[src/rtl/reuse_pkg.sv]
package reuse_pkg;

  // what an insert request does to the storage
  typedef enum logic [1:0] {
    INS_NONE   = 2'd0,
    INS_UPDATE = 2'd1,
    INS_ALLOC  = 2'd2
  } ins_act_e;

endpackage

[src/rtl/reuse_match.sv]
// Parallel key comparison against every slot.
module reuse_match #(
  parameter int ENTRIES = 8,
  parameter int KEY_W   = 72
) (
  input  logic               req,
  input  logic [KEY_W-1:0]   probe,
  input  logic [ENTRIES-1:0] slot_vld,
  input  logic [KEY_W-1:0]   slot_key [ENTRIES],
  output logic [ENTRIES-1:0] hit_vec,
  output logic               hit_any
);

  for (genvar g = 0; g < ENTRIES; g++) begin : g_cmp
    assign hit_vec[g] = req && slot_vld[g] && (slot_key[g] == probe);
  end

  assign hit_any = |hit_vec;

endmodule

[src/rtl/reuse_enc.sv]
// One-hot to binary index.
module reuse_enc #(
  parameter int ENTRIES = 8,
  parameter int IDX_W   = 3
) (
  input  logic [ENTRIES-1:0] onehot,
  output logic [IDX_W-1:0]   idx
);

  always_comb begin
    idx = '0;
    for (int i = 0; i < ENTRIES; i++) begin
      if (onehot[i]) idx = idx | IDX_W'(i);
    end
  end

endmodule

[src/rtl/reuse_victim.sv]
// Round-robin slot pointer for new allocations.
module reuse_victim #(
  parameter int ENTRIES = 8,
  parameter int IDX_W   = 3
) (
  input  logic             clk,
  input  logic             rst,
  input  logic             clr,
  input  logic             adv,
  output logic [IDX_W-1:0] ptr
);

  localparam logic [IDX_W-1:0] LAST = IDX_W'(ENTRIES - 1);

  always_ff @(posedge clk) begin
    if (rst || clr) begin
      ptr <= '0;
    end else if (adv) begin
      ptr <= (ptr == LAST) ? '0 : ptr + 1'b1;
    end
  end

endmodule

[src/rtl/chk_reuse_cache.sv]
// Fully associative buffer of verified instruction results.
module chk_reuse_cache
  import reuse_pkg::*;
#(
  parameter int ENTRIES = 8,
  parameter int OPC_W   = 8,
  parameter int DATA_W  = 32
) (
  input  logic              clk,
  input  logic              rst,
  input  logic              clr_all,
  input  logic              lk_valid,
  input  logic [OPC_W-1:0]  lk_opc,
  input  logic [DATA_W-1:0] lk_src_a,
  input  logic [DATA_W-1:0] lk_src_b,
  output logic              lk_hit,
  output logic [DATA_W-1:0] lk_result,
  input  logic              ins_valid,
  input  logic              ins_agree,
  input  logic [OPC_W-1:0]  ins_opc,
  input  logic [DATA_W-1:0] ins_src_a,
  input  logic [DATA_W-1:0] ins_src_b,
  input  logic [DATA_W-1:0] ins_result
);

  localparam int KEY_W = OPC_W + 2 * DATA_W;
  localparam int IDX_W = (ENTRIES > 1) ? $clog2(ENTRIES) : 1;

  logic [ENTRIES-1:0] valid_q;
  logic [KEY_W-1:0]   key_q [ENTRIES];
  logic [DATA_W-1:0]  res_q [ENTRIES];

  logic [KEY_W-1:0]   lk_key, ins_key;
  logic [ENTRIES-1:0] lk_vec, ins_vec;
  logic               lk_any, ins_any;
  logic [IDX_W-1:0]   lk_idx, ins_idx, vic_ptr;
  logic               ins_ok;
  ins_act_e           act;

  assign lk_key  = {lk_opc, lk_src_a, lk_src_b};
  assign ins_key = {ins_opc, ins_src_a, ins_src_b};
  assign ins_ok  = ins_valid && ins_agree && !clr_all;

  reuse_match #(.ENTRIES(ENTRIES), .KEY_W(KEY_W)) u_lk_match (
    .req(lk_valid), .probe(lk_key), .slot_vld(valid_q), .slot_key(key_q),
    .hit_vec(lk_vec), .hit_any(lk_any)
  );

  reuse_match #(.ENTRIES(ENTRIES), .KEY_W(KEY_W)) u_ins_match (
    .req(ins_ok), .probe(ins_key), .slot_vld(valid_q), .slot_key(key_q),
    .hit_vec(ins_vec), .hit_any(ins_any)
  );

  reuse_enc #(.ENTRIES(ENTRIES), .IDX_W(IDX_W)) u_lk_enc (
    .onehot(lk_vec), .idx(lk_idx)
  );

  reuse_enc #(.ENTRIES(ENTRIES), .IDX_W(IDX_W)) u_ins_enc (
    .onehot(ins_vec), .idx(ins_idx)
  );

  always_comb begin
    if (!ins_ok)      act = INS_NONE;
    else if (ins_any) act = INS_UPDATE;
    else              act = INS_ALLOC;
  end

  reuse_victim #(.ENTRIES(ENTRIES), .IDX_W(IDX_W)) u_victim (
    .clk(clk), .rst(rst), .clr(clr_all),
    .adv(act == INS_ALLOC), .ptr(vic_ptr)
  );

  // valid bits: reset and clear
  always_ff @(posedge clk) begin
    if (rst || clr_all) begin
      valid_q <= '0;
    end else if (act == INS_ALLOC) begin
      valid_q[vic_ptr] <= 1'b1;
    end
  end

  // key and result storage, no reset
  always_ff @(posedge clk) begin
    if (!rst) begin
      case (act)
        INS_ALLOC: begin
          key_q[vic_ptr] <= ins_key;
          res_q[vic_ptr] <= ins_result;
        end
        INS_UPDATE: res_q[ins_idx] <= ins_result;
        default: ;
      endcase
    end
  end

  assign lk_hit    = lk_any;
  assign lk_result = lk_any ? res_q[lk_idx] : '0;

endmodule

[config.mk]
export PLATFORM = sky130hd
export DESIGN_NAME = chk_reuse_cache
export DESIGN_NICKNAME = d
export VERILOG_FILES = /design/src/rtl/reuse_pkg.sv /design/src/rtl/reuse_match.sv /design/src/rtl/reuse_enc.sv /design/src/rtl/reuse_victim.sv /design/src/rtl/chk_reuse_cache.sv
export SDC_FILE = /design/constraint.sdc
export NUM_CORES = 2
export LEC_CHECK = 0
export BUFFER_PORTS_ARGS = -buffer_cell sky130_fd_sc_hd__buf_2
export CAP_MARGIN = 30
export CORE_UTILIZATION = 28
export CTS_BUF_LIST = sky130_fd_sc_hd__clkbuf_16
export DETAILED_ROUTE_END_ITERATION = 16
export SKIP_CTS_REPAIR_TIMING = 1
export SLEW_MARGIN = 5
export SYNTH_ARGS = -nofsm -noshare
export SYNTH_HDL_FRONTEND = slang
export SYNTH_SLANG_ARGS = --single-unit
[constraint.sdc]
create_clock -name clk -period 14.27 [get_ports clk]
set_input_delay 3.5675 -clock clk [delete_from_list [all_inputs] [get_ports clk]]
set_output_delay 3.5675 -clock clk [all_outputs]
set_load 0.1 [all_outputs]
Yosys cells after proc, flatten, opt, wreduce, memory -nomap -nowiden
Memories as Yosys holds them, arrays and structs flattened.
Index checks and enable logic that the tools add are counted.
Cells by class
  add/subtract/negate cells: 1
  $lt $le $gt $ge: 4
  equal/unequal tests: 19
  muxes and demuxes: 32
  bitwise logic cells: 3
  reductions and logical operators: 42
Operator list (number)
  $eq A72 B72 Y1: 16
  $bwmux W576: 1
  $demux W72 S3: 1
  $mux W72: 1
  $mux W32: 2
  $logic_and A1 B1 Y1: 36
  $reduce_or A32 Y1: 1
  $mux W3: 10
  $reduce_or A8 Y1: 2
  $mux W2: 6
  $mux W1: 10
  $or A8 B8 Y8: 1
  $ge A4 B4 Y1 const B: 1
  $lt A3 B4 Y1 const B: 1
  $lt A4 B1 Y1 const B: 1
  $not A3 Y4: 1
  $add A3 B1 Y3 const B: 1
  $demux W1 S3: 1
  $eq A3 B3 Y1 const B: 1
  $ge A3 B1 Y1 const B: 1
  $eq A2 B1 Y1 const B: 1
  $eq A2 B2 Y1 const B: 1
  $reduce_and A2 Y1: 1
  $logic_not A1 Y1: 1
  2 further kinds: 2
Storage, ports and cells
  register bits after elaboration: 587
  RAM bits: 256
  input port bits: 182
  memories kept: 1
Memory list
  res_q: depth 8, width 32, rd ports 1, clocked after memory_dff 0, write ports 1, RTL line chk_reuse_cache.sv:31  | logic [DATA_W-1:0] res_q [ENTRIES];

Depth between registers and ports, before layout
  depth in word-level cells: 13
  mapped depth: 11
  depth with buffers taken out: 8

Cells and area by module
From an unflattened synthesis, not the netlist that was laid out.
Unflattened totals
  cells, all modules: 3056
  area, all modules: 41960.2 um^2
Modules (own cells, without submodules)
  chk_reuse_cache: instances 1, cells an instance 1123, area an instance 27920.5 um^2, seq. area each 25144.1 um^2
  reuse_match: instances 2, cells an instance 957, area an instance 6922.9 um^2, seq. area each 0.0 um^2
  reuse_victim: instances 1, cells an instance 13, area an instance 148.9 um^2, seq. area each 60.1 um^2
  reuse_enc: instances 2, cells an instance 3, area an instance 22.5 um^2, seq. area each 0.0 um^2

Worst setup path before layout
OpenSTA, ideal clock, no wires.
  path kind: input to register
  from: input port ins_src_a[1]
  to: register key_q[0] (netlist bit), enable pin
  setup time: 0.680 ns
  arrival time: 12.018 ns
  data required time: 13.590 ns
  slack: 1.572 ns
  cell stages on the path: 9
  path buffers: 1
  path through: clkbuf_1 > inv_1 > o221a_2 > and4_1 > nand4_1 > o22ai_1 > and4b_2 > nand2_1 > nor4_1
Between the ends
  word-level cells in the longest chain between the ends: 7
  elaborated cells on any way between the ends: 21
  classes of those cells: 9 x eq/ne; 2 x mux; 10 x reduce/logical
Ends and longest elaborated chain
  from (decl): RTL line chk_reuse_cache.sv:21  | input logic [DATA_W-1:0] ins_src_a,
  $eq A72 B72 Y1: RTL line reuse_match.sv:15  | assign hit_vec[g] = req && slot_vld[g] && (slot_key[g] == probe);
  $logic_and A1 B1 Y1: RTL line reuse_match.sv:15
  $reduce_or A8 Y1 (*): RTL line reuse_match.sv:18  | assign hit_any = |hit_vec;
  $mux W2 (*): RTL line chk_reuse_cache.sv:64  | else if (ins_any) act = INS_UPDATE;
  $mux W2 (*): RTL line chk_reuse_cache.sv:63  | if (!ins_ok) act = INS_NONE;
  $eq A2 B2 Y1 (*): RTL line chk_reuse_cache.sv:85  | case (act)
  $reduce_and A2 Y1 (no source line) (*)
  to (signal, indexed assignment): RTL line chk_reuse_cache.sv:87  | key_q[vic_ptr] <= ins_key;
  to (decl): RTL line chk_reuse_cache.sv:30  | logic [KEY_W-1:0] key_q [ENTRIES];
Mark *: on every way between the ends. The rest lies on a longest branch, timed or not.
A chain may end at the register's enable or synchronous reset.

Worst setup path after layout
  from: input port lk_opc[4]
  to: output port lk_result[20]
Between the ends
  word-level cells in the longest chain between the ends: 11
  elaborated cells on any way between the ends: 26
  classes of those cells: 8 x eq/ne; 8 x mux; 9 x reduce/logical; 1 x memory
Ends and longest elaborated chain
  from (decl): RTL line chk_reuse_cache.sv:13  | input logic [OPC_W-1:0] lk_opc,
  $eq A72 B72 Y1: RTL line reuse_match.sv:15
  $logic_and A1 B1 Y1: RTL line reuse_match.sv:15
  $mux W1: RTL line reuse_enc.sv:13  | if (onehot[i]) idx = idx | IDX_W'(i);
  $mux W2 (2 in series): RTL line reuse_enc.sv:13
  $mux W3 (4 in series): RTL line reuse_enc.sv:13
  $mem_v2 Z8 W32
  $mux W32 (*): RTL line chk_reuse_cache.sv:97  | assign lk_result = lk_any ? res_q[lk_idx] : '0;
  to (decl): RTL line chk_reuse_cache.sv:17  | output logic [DATA_W-1:0] lk_result,
Marks and branches as above.

==> impl_metrics.json <==
{
  "fmax_mhz": 81.7,
  "fin_skew_ps": 55.1,
  "vias_per_cell": 6.08,
  "cts_buffer_depth": 3,
  "num_rows": 145,
  "fin_total_pwr_uw": 5870,
  "die_area_mm2": 0.160,
  "maxCapViolations": 0,
  "max_slew.worst_pin.slew_ps": 1080,
  "coreArea_mm2": 0.157,
  "critPathArrivalTime_ps": 8670,
  "grt_setup_unrepaired": "false",
  "grt_pass1_vias": 33600,
  "place_area_mm2": 0.0480,
  "synth_area_mm2": 0.0442,
  "routed_wl_um": 250000,
  "grt_usage_pct": 30.6,
  "io_pins": 215,
  "drive_gt1_share_pct": 13.9,
  "dp_hpwl_um": 170000,
  "nNetsFinal": 3921,
  "grt_pass1_wl_um": 322000,
  "cp-end-kind": "primary output",
  "hold_viol": 0,
  "drc": 0,
  "syn_nets": 3714,
  "async_flop_share_pct": 0,
  "hold_slack_ps": 586,
  "first_iter_violations": 6116,
  "start_kind": "input pin",
  "relSlewSlack_pct": 27.1,
  "dieWidth_um": 399,
  "synth_edf_count": 832,
  "numClockSinks": 843,
  "cts_tree": "done",
  "power_per_cell_area_mw_per_mm2": 114,
  "final-max-slew-violation-count": 0,
  "wl_per_cell_um": 42.4,
  "areaGrowthSynthToFinish_pct": 16.1,
  "synth_top_flop_cell": "edfxtp_1",
  "min_period_over_period_pct": 85.7,
  "clk_pin_slew_worst_paths_ps": 60,
  "die-height_um": 399,
  "postSynthAreaPerCell_um2": 12.5,
  "hold_path.class": "reg2reg",
  "path_class": "in2out",
  "portBuffers": 214,
  "postRouteAntennaNets": 0,
  "ir_drop_mv": 0.104,
  "antenna_found_initial": 25,
  "cts_root_buffer": "clkbuf_16",
  "yosysSeqAreaShare_pct": 57.0,
  "setup_violations": 0,
  "finalSetupTns_ps": 0,
  "cp_max_fo": 17,
  "routabilityCongestion": 1.10,
  "clk_latency_ps": 750,
  "tritoncts.num_buffers": 98,
  "min_period_ps": 12240,
  "p_leak_uw": 0.0163,
  "vias": 35900,
  "status": "complete, no violations",
  "grt_overflow": 0,
  "grt_max_degree": 97,
  "drt_pass1_iterations": 6,
  "yosys_warnings": 0,
  "final_util_pct": 32.8,
  "yosysUniqueCellTypes": 66,
  "htree_levels": 3,
  "worstPathRequired_ps": 10700,
  "design_area_mm2": 0.0513,
  "ys_ff_latch": 843,
  "synthCells": 3530,
  "start_util_pct": 28.2
}
## cells by family (layout without fill, tap and decap cells)
kind of cell	count (synthesis)	in the layout	share of synthesized area, %
AND/OR/NAND/NOR	1122	1122	16.1
flip-flops	843	843	57.0
XOR/XNOR	819	819	16.2
AO/OA/AOI/OAI	373	373	6.70
buffers and inverters	339	624	3.13
multiplexers	32	32	0.815
adder cells (fa/ha/maj)	2	2	0.0566
other	0	24	0
## synthesized netlist by cell type (6+ instances only)
| cell | n | area share (%) |
|---|---|---|
| a222oi_1 | 7 | 0.16 |
| a22o_1 | 7 | 0.14 |
| o22ai_1 | 67 | 0.95 |
| nand4b_1 | 8 | 0.16 |
| nand4_1 | 150 | 2.1 |
| a2111o_1 | 11 | 0.28 |
| nand2_1 | 31 | 0.26 |
| buf_2 | 70 | 0.79 |
| nor4b_1 | 6 | 0.12 |
| or4_1 | 24 | 0.41 |
| a2111oi_0 | 45 | 0.89 |
| mux2_2 | 31 | 0.79 |
| nor2_1 | 47 | 0.40 |
| o221ai_1 | 16 | 0.32 |
| nor4_1 | 255 | 3.6 |
| edfxtp_1 | 832 | 56 |
| a211oi_1 | 66 | 1.1 |
| a22oi_1 | 8 | 0.14 |
| or3_1 | 8 | 0.11 |
| a31oi_1 | 8 | 0.11 |
| clkbuf_1 | 140 | 1.2 |
| xnor2_1 | 352 | 7.0 |
| dfxtp_1 | 11 | 0.50 |
| xor2_1 | 467 | 9.2 |
| a221oi_1 | 39 | 0.77 |
| o2bb2ai_1 | 9 | 0.18 |
| nor3_1 | 38 | 0.43 |
| o2111ai_1 | 47 | 0.93 |
| a21oi_1 | 14 | 0.16 |
| inv_1 | 121 | 1.0 |
| nand3_1 | 32 | 0.36 |
| nor2b_1 | 240 | 3.4 |
| and4_1 | 104 | 2.1 |
| o21ai_0 | 7 | 0.079 |
| nand2b_1 | 157 | 2.2 |
## registers in the layout, summed over array words and instances (netlist names)
register / cells
key_q: 576
res_q: 256
u_victim.ptr: 3
valid_q: 8
## path summary, 6_finish.rpt
path                   start             to  slack (ps)  cells after the start
setup reg to reg   key_q[25]     key_q[130]        9260                     10
hold / removal    valid_q[3]     valid_q[3]         590                      2
setup / recovery   lk_opc[4]  lk_result[20]        2030                     11
hold reg to reg   valid_q[3]     valid_q[3]         590                      2
## placed cells by master, fill, tap and decap left out, types with 28 or more instances in the layout
| cell | synthesis | layout |
|---|---|---|
| a211oi_1 | 66 | 66 |
| o22ai_1 | 67 | 67 |
| nor3_1 | 38 | 38 |
| nand2_1 | 31 | 28 |
| clkbuf_16 | 0 | 98 |
| o2111ai_1 | 47 | 46 |
| nand4_1 | 150 | 150 |
| nor2b_1 | 240 | 240 |
| mux2_2 | 31 | 31 |
| nor4_1 | 255 | 245 |
| xnor2_1 | 352 | 352 |
| buf_4 | 3 | 97 |
| and4_1 | 104 | 104 |
| edfxtp_1 | 832 | 832 |
| nand3_1 | 32 | 31 |
| inv_1 | 121 | 141 |
| a221oi_1 | 39 | 39 |
| nand2b_1 | 157 | 157 |
| xor2_1 | 467 | 467 |
| a2111oi_0 | 45 | 45 |
| nor2_1 | 47 | 47 |
| buf_2 | 70 | 217 |
## cell type report
type / count / area (µm²)
fillers: 15600 / 105000
flip-flops and latches: 843 / 25200
multi-input cells: 2348 / 17900
well taps: 2058 / 2570
clock buffers: 98 / 2450
repair buffers: 322 / 1990
clock inverters: 80 / 732
inverters: 124 / 465
diodes: 24 / 60.1
## critical path: stages
cell     delay (ps)
buf_2           470
xor2_1          470
nor4_1          760
nand4_1         180
or3_1           570
o22ai_4         720
buf_4           410
mux2_2          210
o22ai_1          70
nor4_1          630
buf_2           550
## where the power goes
group,internal [µW],total [µW],switching [µW]
combinational,130,592,462
clock,1420,2550,1130
sequential,2730,2730,5.01
total,4280,5870,1600
## stage by stage
stage | std cells | worst slack [ps]
after global routing | 5876 | 2010
after detailed placement | 5689 | 2210
after global placement | 5680 | 1860
after CTS | 5867 | 2200
final | 5897 | 2030
after floorplan | 3530 | 1570
## per-layer routing
layer	global-route usage, %	vias up	share of wire [%]
li1	-	13800	-
met3	8.87	805	12
met2	43.5	3030	41
met5	0	-	0.026
met1	38.6	18200	38
met4	24.0	10	9.2
Note: power is estimated with default switching activity, not from simulation.
